File: config.mk
export PLATFORM = sky130hd
export DESIGN_NAME = atapi_tf
export DESIGN_NICKNAME = d
export VERILOG_FILES = /design/src/rtl/atapi_tf_pkg.sv /design/src/rtl/atapi_tf_ctrl.sv /design/src/rtl/atapi_tf_dpath.sv /design/src/rtl/atapi_tf.sv
export SDC_FILE = /design/constraint.sdc
export NUM_CORES = 1
export LEC_CHECK = 0
export ABC_AREA = 1
export CORE_MARGIN = 2
export CORE_UTILIZATION = 55
export DETAILED_ROUTE_END_ITERATION = 10
export PLACE_DENSITY = 0.79
export SYNTH_ARGS = -nofsm -noshare
export SYNTH_HDL_FRONTEND = slang
export SYNTH_HIERARCHICAL = 1
export SYNTH_SLANG_ARGS = --single-unit
File: constraint.sdc
create_clock -name clk -period 3.6 [get_ports clk]
set_input_delay 0.36 -clock clk [delete_from_list [all_inputs] [get_ports clk]]
set_output_delay 0.36 -clock clk [all_outputs]
set_load 0.02 [all_outputs]
File: src/rtl/atapi_tf_pkg.sv
package atapi_tf_pkg;
  typedef enum logic [1:0] {PH_IDLE, PH_PKT, PH_BUSY, PH_DIN} phase_e;

  typedef struct packed {
    logic regWr;
    logic enterPkt;
    logic devReset;
    logic featOk;
    logic abortCmd;
    logic goBusy;
    logic enterDin;
    logic complete;
    logic senseErr;
  } tfStrobe_t;

  localparam logic [3:0] IDX_ALT    = 4'd0;
  localparam logic [3:0] IDX_DATA   = 4'd1;
  localparam logic [3:0] IDX_FEAT   = 4'd2;
  localparam logic [3:0] IDX_COUNT  = 4'd3;
  localparam logic [3:0] IDX_SECTOR = 4'd4;
  localparam logic [3:0] IDX_BCLO   = 4'd5;
  localparam logic [3:0] IDX_BCHI   = 4'd6;
  localparam logic [3:0] IDX_DEV    = 4'd7;
  localparam logic [3:0] IDX_CMD    = 4'd8;
  localparam logic [3:0] IDX_ACT    = 4'd15;

  localparam logic [31:0] ACT_OFF = 32'h0000_42FE;
  localparam logic [7:0]  CMD_PKT = 8'hA0;
  localparam logic [7:0]  CMD_RST = 8'h08;
  localparam logic [7:0]  CMD_FEAT = 8'hEF;
  localparam logic [7:0]  FEAT_XFER = 8'h03;
endpackage

File: src/rtl/atapi_tf_ctrl.sv
module atapi_tf_ctrl
  import atapi_tf_pkg::*;
#(
  parameter int BUSY_CYCLES = 4,
  parameter int RSP_WORDS   = 8,
  parameter int LEN_W       = 16,
  parameter int PTR_W       = $clog2(RSP_WORDS)
) (
  input  logic             clk,
  input  logic             rstN,
  input  logic [3:0]       hostAddr,
  input  logic             hostWr,
  input  logic             hostRd,
  input  logic [31:0]      hostWdata,
  input  logic [7:0]       featByte,
  input  logic [LEN_W-1:0] rspLen,
  input  logic [3:0]       rspSense,
  output tfStrobe_t        st,
  output logic             intrq,
  output logic             enabled,
  output logic             busy,
  output logic             pktPhase,
  output logic             inDin,
  output logic [PTR_W-1:0] ptr
);
  localparam int CNT_W = $clog2(BUSY_CYCLES + 1);

  phase_e           phaseQ;
  logic [2:0]       pktCntQ;
  logic [CNT_W-1:0] busyCntQ;
  logic [PTR_W-1:0] ptrQ;
  logic             enabledQ;
  logic             intrqQ;

  logic             taskWr, cmdWr, pktWord, busyDone, dinRd, statRd, lastWord, actWr;
  logic [LEN_W-1:0] lastIdx;

  always_comb begin
    actWr    = hostWr && (hostAddr == IDX_ACT);
    taskWr   = enabledQ && hostWr && (phaseQ != PH_BUSY) && (hostAddr != IDX_ACT);
    cmdWr    = taskWr && (hostAddr == IDX_CMD);
    pktWord  = taskWr && (hostAddr == IDX_DATA) && (phaseQ == PH_PKT);
    busyDone = (phaseQ == PH_BUSY) && (busyCntQ == '0);
    dinRd    = enabledQ && hostRd && (hostAddr == IDX_DATA) && (phaseQ == PH_DIN);
    statRd   = enabledQ && hostRd && (hostAddr == IDX_CMD);
    lastIdx  = (rspLen - 1'b1) >> 1;
    lastWord = (LEN_W'(ptrQ) == lastIdx);

    st = '0;
    st.regWr = taskWr && (hostAddr >= IDX_FEAT) && (hostAddr <= IDX_DEV);
    if (cmdWr) begin
      case (hostWdata[7:0])
        CMD_PKT:  st.enterPkt = 1'b1;
        CMD_RST:  st.devReset = 1'b1;
        CMD_FEAT: begin
          if (featByte == FEAT_XFER) st.featOk = 1'b1;
          else                       st.abortCmd = 1'b1;
        end
        default:  st.abortCmd = 1'b1;
      endcase
    end
    st.goBusy = pktWord && (pktCntQ == 3'd5);
    if (busyDone) begin
      if (rspSense != 4'd0)    st.senseErr  = 1'b1;
      else if (rspLen == '0)   st.complete  = 1'b1;
      else                     st.enterDin  = 1'b1;
    end
    if (dinRd && lastWord) st.complete = 1'b1;
  end

  always_ff @(posedge clk or negedge rstN) begin
    if (!rstN) begin
      phaseQ   <= PH_IDLE;
      pktCntQ  <= '0;
      busyCntQ <= '0;
      ptrQ     <= '0;
      enabledQ <= 1'b1;
      intrqQ   <= 1'b0;
    end else begin
      if (actWr) enabledQ <= (hostWdata != ACT_OFF);

      if (st.abortCmd || st.senseErr || st.complete || st.enterDin) intrqQ <= 1'b1;
      else if (st.enterPkt || statRd)                               intrqQ <= 1'b0;

      if (st.enterPkt) begin
        phaseQ  <= PH_PKT;
        pktCntQ <= '0;
      end else if (st.devReset || st.featOk || st.abortCmd) begin
        phaseQ <= PH_IDLE;
      end else if (st.goBusy) begin
        phaseQ   <= PH_BUSY;
        busyCntQ <= CNT_W'(BUSY_CYCLES - 1);
      end else if (pktWord) begin
        pktCntQ <= pktCntQ + 3'd1;
      end else if (busyDone) begin
        phaseQ <= st.enterDin ? PH_DIN : PH_IDLE;
        ptrQ   <= '0;
      end else if (phaseQ == PH_BUSY) begin
        busyCntQ <= busyCntQ - 1'b1;
      end else if (dinRd) begin
        ptrQ <= ptrQ + 1'b1;
        if (lastWord) phaseQ <= PH_IDLE;
      end
    end
  end

  assign intrq    = intrqQ;
  assign enabled  = enabledQ;
  assign busy     = (phaseQ == PH_BUSY);
  assign pktPhase = (phaseQ == PH_PKT);
  assign inDin    = (phaseQ == PH_DIN);
  assign ptr      = ptrQ;
endmodule

File: src/rtl/atapi_tf_dpath.sv
module atapi_tf_dpath
  import atapi_tf_pkg::*;
#(
  parameter int RSP_WORDS = 8,
  parameter int LEN_W     = 16,
  parameter int PTR_W     = $clog2(RSP_WORDS)
) (
  input  logic             clk,
  input  logic             rstN,
  input  tfStrobe_t        st,
  input  logic [3:0]       hostAddr,
  input  logic [7:0]       wrByte,
  input  logic             enabled,
  input  logic             inDin,
  input  logic [PTR_W-1:0] ptr,
  input  logic             tstWordWe,
  input  logic [PTR_W-1:0] tstWordIdx,
  input  logic [15:0]      tstWord,
  input  logic             tstCfgWe,
  input  logic [LEN_W-1:0] tstLen,
  input  logic [3:0]       tstSense,
  output logic [31:0]      rdData,
  output logic [7:0]       featByte,
  output logic [LEN_W-1:0] rspLen,
  output logic [3:0]       rspSense,
  output logic [7:0]       statusByte,
  output logic [7:0]       errByte
);
  logic [7:0]       statusQ, errQ, countQ, sectorQ, bcLoQ, bcHiQ, devQ, featQ;
  logic [LEN_W-1:0] rspLenQ;
  logic [3:0]       rspSenseQ;
  logic [15:0]      bufQ [RSP_WORDS];
  logic [15:0]      lenBytes;

  assign lenBytes = 16'(rspLenQ);

  for (genvar w = 0; w < RSP_WORDS; w++) begin : g_buf
    always_ff @(posedge clk) begin
      if (tstWordWe && (tstWordIdx == PTR_W'(w))) bufQ[w] <= tstWord;
    end
  end

  always_ff @(posedge clk or negedge rstN) begin
    if (!rstN) begin
      statusQ   <= 8'h50;
      errQ      <= 8'h00;
      countQ    <= 8'h03;
      sectorQ   <= 8'h00;
      bcLoQ     <= 8'h00;
      bcHiQ     <= 8'h00;
      devQ      <= 8'h00;
      featQ     <= 8'h00;
      rspLenQ   <= '0;
      rspSenseQ <= '0;
    end else begin
      if (tstCfgWe) begin
        rspLenQ   <= tstLen;
        rspSenseQ <= tstSense;
      end
      if (st.regWr) begin
        case (hostAddr)
          IDX_FEAT:   featQ   <= wrByte;
          IDX_COUNT:  countQ  <= wrByte;
          IDX_SECTOR: sectorQ <= wrByte;
          IDX_BCLO:   bcLoQ   <= wrByte;
          IDX_BCHI:   bcHiQ   <= wrByte;
          IDX_DEV:    devQ    <= wrByte;
          default: ;
        endcase
      end
      if (st.enterPkt) begin
        statusQ <= 8'h58; countQ <= 8'h01; bcLoQ <= 8'h08; bcHiQ <= 8'h00; errQ <= 8'h00;
      end
      if (st.devReset) begin
        statusQ <= 8'h00; errQ <= 8'h01; countQ <= 8'h01; bcLoQ <= 8'h14; bcHiQ <= 8'hEB;
      end
      if (st.featOk) begin
        statusQ <= 8'h50; errQ <= 8'h00;
      end
      if (st.abortCmd) begin
        statusQ <= 8'h51; errQ <= 8'h04;
      end
      if (st.goBusy) statusQ <= 8'hD0;
      if (st.enterDin) begin
        statusQ <= 8'h58; countQ <= 8'h02; errQ <= 8'h00;
        bcLoQ <= lenBytes[7:0]; bcHiQ <= lenBytes[15:8];
      end
      if (st.complete) begin
        statusQ <= 8'h50; countQ <= 8'h03; errQ <= 8'h00;
      end
      if (st.senseErr) begin
        statusQ <= 8'h51; countQ <= 8'h03; errQ <= {rspSenseQ, 4'h0};
      end
    end
  end

  always_comb begin
    if (!enabled && hostAddr != IDX_ACT) begin
      rdData = '1;
    end else begin
      case (hostAddr)
        IDX_ALT, IDX_CMD: rdData = 32'(statusQ);
        IDX_DATA:   rdData = inDin ? 32'(bufQ[ptr]) : 32'h0000_FFFF;
        IDX_FEAT:   rdData = 32'(errQ);
        IDX_COUNT:  rdData = 32'(countQ);
        IDX_SECTOR: rdData = 32'(sectorQ);
        IDX_BCLO:   rdData = 32'(bcLoQ);
        IDX_BCHI:   rdData = 32'(bcHiQ);
        IDX_DEV:    rdData = 32'(devQ);
        default:    rdData = 32'h0;
      endcase
    end
  end

  assign featByte   = featQ;
  assign rspLen     = rspLenQ;
  assign rspSense   = rspSenseQ;
  assign statusByte = statusQ;
  assign errByte    = errQ;
endmodule

File: src/rtl/atapi_tf.sv
module atapi_tf
  import atapi_tf_pkg::*;
#(
  parameter int BUSY_CYCLES = 4,
  parameter int RSP_WORDS   = 8,
  parameter int LEN_W       = 16
) (
  input  logic                         clk,
  input  logic                         rstN,
  input  logic [3:0]                   hostAddr,
  input  logic                         hostWr,
  input  logic                         hostRd,
  input  logic [31:0]                  hostWdata,
  output logic [31:0]                  hostRdata,
  output logic                         intrq,
  input  logic                         tstWordWe,
  input  logic [$clog2(RSP_WORDS)-1:0] tstWordIdx,
  input  logic [15:0]                  tstWord,
  input  logic                         tstCfgWe,
  input  logic [LEN_W-1:0]             tstLen,
  input  logic [3:0]                   tstSense
);
  localparam int PTR_W = $clog2(RSP_WORDS);

  tfStrobe_t        st;
  logic             isEnabled, busy, pktPhase, inDin;
  logic [PTR_W-1:0] ptr;
  logic [7:0]       featByte, statusByte, errByte;
  logic [LEN_W-1:0] rspLen;
  logic [3:0]       rspSense;

  atapi_tf_ctrl #(.BUSY_CYCLES(BUSY_CYCLES), .RSP_WORDS(RSP_WORDS), .LEN_W(LEN_W), .PTR_W(PTR_W)) u_ctrl (
    .clk(clk), .rstN(rstN), .hostAddr(hostAddr), .hostWr(hostWr), .hostRd(hostRd),
    .hostWdata(hostWdata), .featByte(featByte), .rspLen(rspLen), .rspSense(rspSense),
    .st(st), .intrq(intrq), .enabled(isEnabled), .busy(busy), .pktPhase(pktPhase),
    .inDin(inDin), .ptr(ptr)
  );

  atapi_tf_dpath #(.RSP_WORDS(RSP_WORDS), .LEN_W(LEN_W), .PTR_W(PTR_W)) u_dpath (
    .clk(clk), .rstN(rstN), .st(st), .hostAddr(hostAddr), .wrByte(hostWdata[7:0]),
    .enabled(isEnabled), .inDin(inDin), .ptr(ptr),
    .tstWordWe(tstWordWe), .tstWordIdx(tstWordIdx), .tstWord(tstWord),
    .tstCfgWe(tstCfgWe), .tstLen(tstLen), .tstSense(tstSense),
    .rdData(hostRdata), .featByte(featByte), .rspLen(rspLen), .rspSense(rspSense),
    .statusByte(statusByte), .errByte(errByte)
  );
endmodule

==> metrics <==
clock sinks=219; fmax=0.308 GHz; worst hold path type=in2async; met1 GRT Util=0.396; Starting Density=0.556; critical path type=reg2out; CP Cell Sequence=buf_4 > buf_4 > nand2_1 > nand3_1 > nand3_1 > nand3_1 > nand2_1 > nand3_1 > clkdlybuf4s50_1; Worst Skew=0.0106 ns; final core occ=0.663; switching power=0.00262 W; drt first pass iters=7; share of cells above drive strength 1=0.0894; met2 Resource Use GR=0.422; gpl congestion=0.970; max-slew violations=0; # IOs=114; design area=12800 um2; clock share of power=0.288; combinational power share=0.291; Overflow after GRT=0; Worst Max-Slew Pin Slew=1.01 ns; synth warn=6; Slowest-stage cell, CP=clkdlybuf4s50_1; Setup Fix Bufs, Post-CTS=0; Crit. End Element=primary output; worst r2r dst=u_dpath/statusByte[6]$_DFFE_PN1P_; post_cts resized=0; fin nets=1391; diodes inserted=0; fin crit share=0.903; antenna-violating nets left=0; status=completed; Port Buf Inserts=113; R2R setup slack=0.63 ns; die area=20700 um2; Die H=144 um; core footprint=19300 um2; CP Depth=9; area grow syn2layout=19.2%; drt initial violations=918; initial antenna violation count=0; pwr/cell area=598 nW/um2; drt drc=0; placed cell area=12100 um2; Syn Area/Cell=8.98 um2; Max-Cap Viols=0; pre-CTS setup slack=0.427 ns; CTS Buf Count=23; most frequent CP cell=nand3_1; RSZ-0062 raised after global routing=no; TritonCTS clock tree=yes; critical path launch point type=flip-flop; per-cell routed wire length=17.5 um; Tmin final=3.25 ns; CP required=3.24 ns; sum of negative setup slack=0 ns; Worst-Skew Late Latency=0.51 ns; Synth Cell Area=10700 um2; pin count of the biggest net entering global routing=82; cells after synthesis=1197; setup violators final=0; Hold-fix buffers, CTS=0; Reg power frac=0.421; switching part of the total power=0.343; CTS H-tree lvls=1; total track usage=0.271; Fillers=1539; layer with the highest usage=met2; commonest non-fill, non-tap cell in the layout=nand2_1; maximum clock path buffer count=3; max_slew headroom=0.330; Worst R2R Start=u_dpath/rspLen[0]$_DFFE_PN0P_; Synth Net Count=1285; Vias=8857; worst path setup slack after routing=0.351 ns; worst-path fanout max=50; first-pass GRT wire length=43.1 mm; Internal=0.00503 W; Die W=144 um; Critical Path AT=2.89 ns; critical path's top delay family=buffers and inverters; Pwr Total=0.00766 W; CP max stage delay=0.61 ns; VDD IR max=0.419 mV; Reg2Reg Depth=15; row count=51; vias per inst=5.59; Post-DP HPWL=19.4 mm; GR Util met3=0.0437; WL final=27.8 mm; Pleak=5.43 nW; CTS root buffer=clkbuf_16; vias in the first global route=8094; CTS clk-pin slew, worst paths=0.06 ns; Hold Fails Final Rpt=0; most frequent cells in the layout=nand2_1, nand3_1, edfxtp_1, clkdlybuf4s50_1, inv_1; crit path launch=u_ctrl/ptr[0]$_DFFE_PN0P_; CP endpoint=hostRdata[6]; Buf+Inv Stages, Crit Path=3
-- flip-flops by register name, summed over array words and instances, names as in the netlist --
name,flops
u_dpath/devQ,8
u_dpath/statusByte,4
u_ctrl/pktCntQ,3
u_ctrl/ptr,3
u_dpath/bcLoQ,8
u_ctrl/enabled,1
u_dpath/featByte,8
u_ctrl/intrq,1
u_dpath/errByte,6
u_dpath/bcHiQ,8
u_dpath/countQ,8
u_dpath/rspLen,16
u_dpath/bufQ,128
u_ctrl/phaseQ,2
u_dpath/sectorQ,8
u_ctrl/busyCntQ,3
u_dpath/rspSense,4
-- worst min path at each step --
stage | from | to | depth (start not counted)
final | rstN | u_dpath/devQ[7]$_DFFE_PN0P_ | 1
after global routing | rstN | u_dpath/featByte[4]$_DFFE_PN0P_ | 1
after CTS | rstN | u_dpath/featByte[4]$_DFFE_PN0P_ | 1
after detailed placement | u_dpath/devQ[6]$_DFFE_PN0P_ | u_dpath/devQ[6]$_DFFE_PN0P_ | 2
after global placement | u_dpath/featByte[0]$_DFFE_PN0P_ | u_dpath/featByte[0]$_DFFE_PN0P_ | 2
after floorplan | rstN | u_ctrl/busyCntQ[0]$_DFFE_PN0P_ | 0
-- through the flow --
| stage | cells | hold slack, ns |
|---|---|---|
| finish | 1585 | 0.00432 |
| floorplan | 1197 | 0.0644 |
| CTS | 1585 | 0.0599 |
| global route | 1585 | 0.113 |
| global placement | 1543 | 0.468 |
| detailed placement | 1543 | 0.479 |
-- power by group through the flow --
stage,clock network (W),logic (W),registers [W]
finish,0.00221,0.00223,0.00323
global route,0.00235,0.00246,0.00325
CTS,0.00224,0.00221,0.00321
detailed placement,0,0.00219,0.00326
global placement,0,0.00214,0.00326
floorplan,0,0.00149,0.00317
-- metal layers --
| metal | routed length [um] | vias to the layer above | part of all wire |
|---|---|---|---|
| li1 | - | 4233 | - |
| met1 | 11700 | 4108 | 0.42 |
| met2 | 12700 | 463 | 0.46 |
| met3 | 2700 | 53 | 0.097 |
| met4 | 745 | 0 | 0.027 |
| met5 | 0 | - | 0 |
-- area by class of cell --
cell class | instances | area, um2 | share of cell area
repair buffers | 141 | 1340 | 0.105
multi-input cells | 809 | 3890 | 0.304
clock buffers | 35 | 651 | 0.0508
clock inverters | 7 | 52.6 | 0.00410
flip-flops and latches | 219 | 6130 | 0.478
well taps | 265 | 332 | 0.0259
inverters | 109 | 414 | 0.0323
Power figures use the tool's default switching activity.
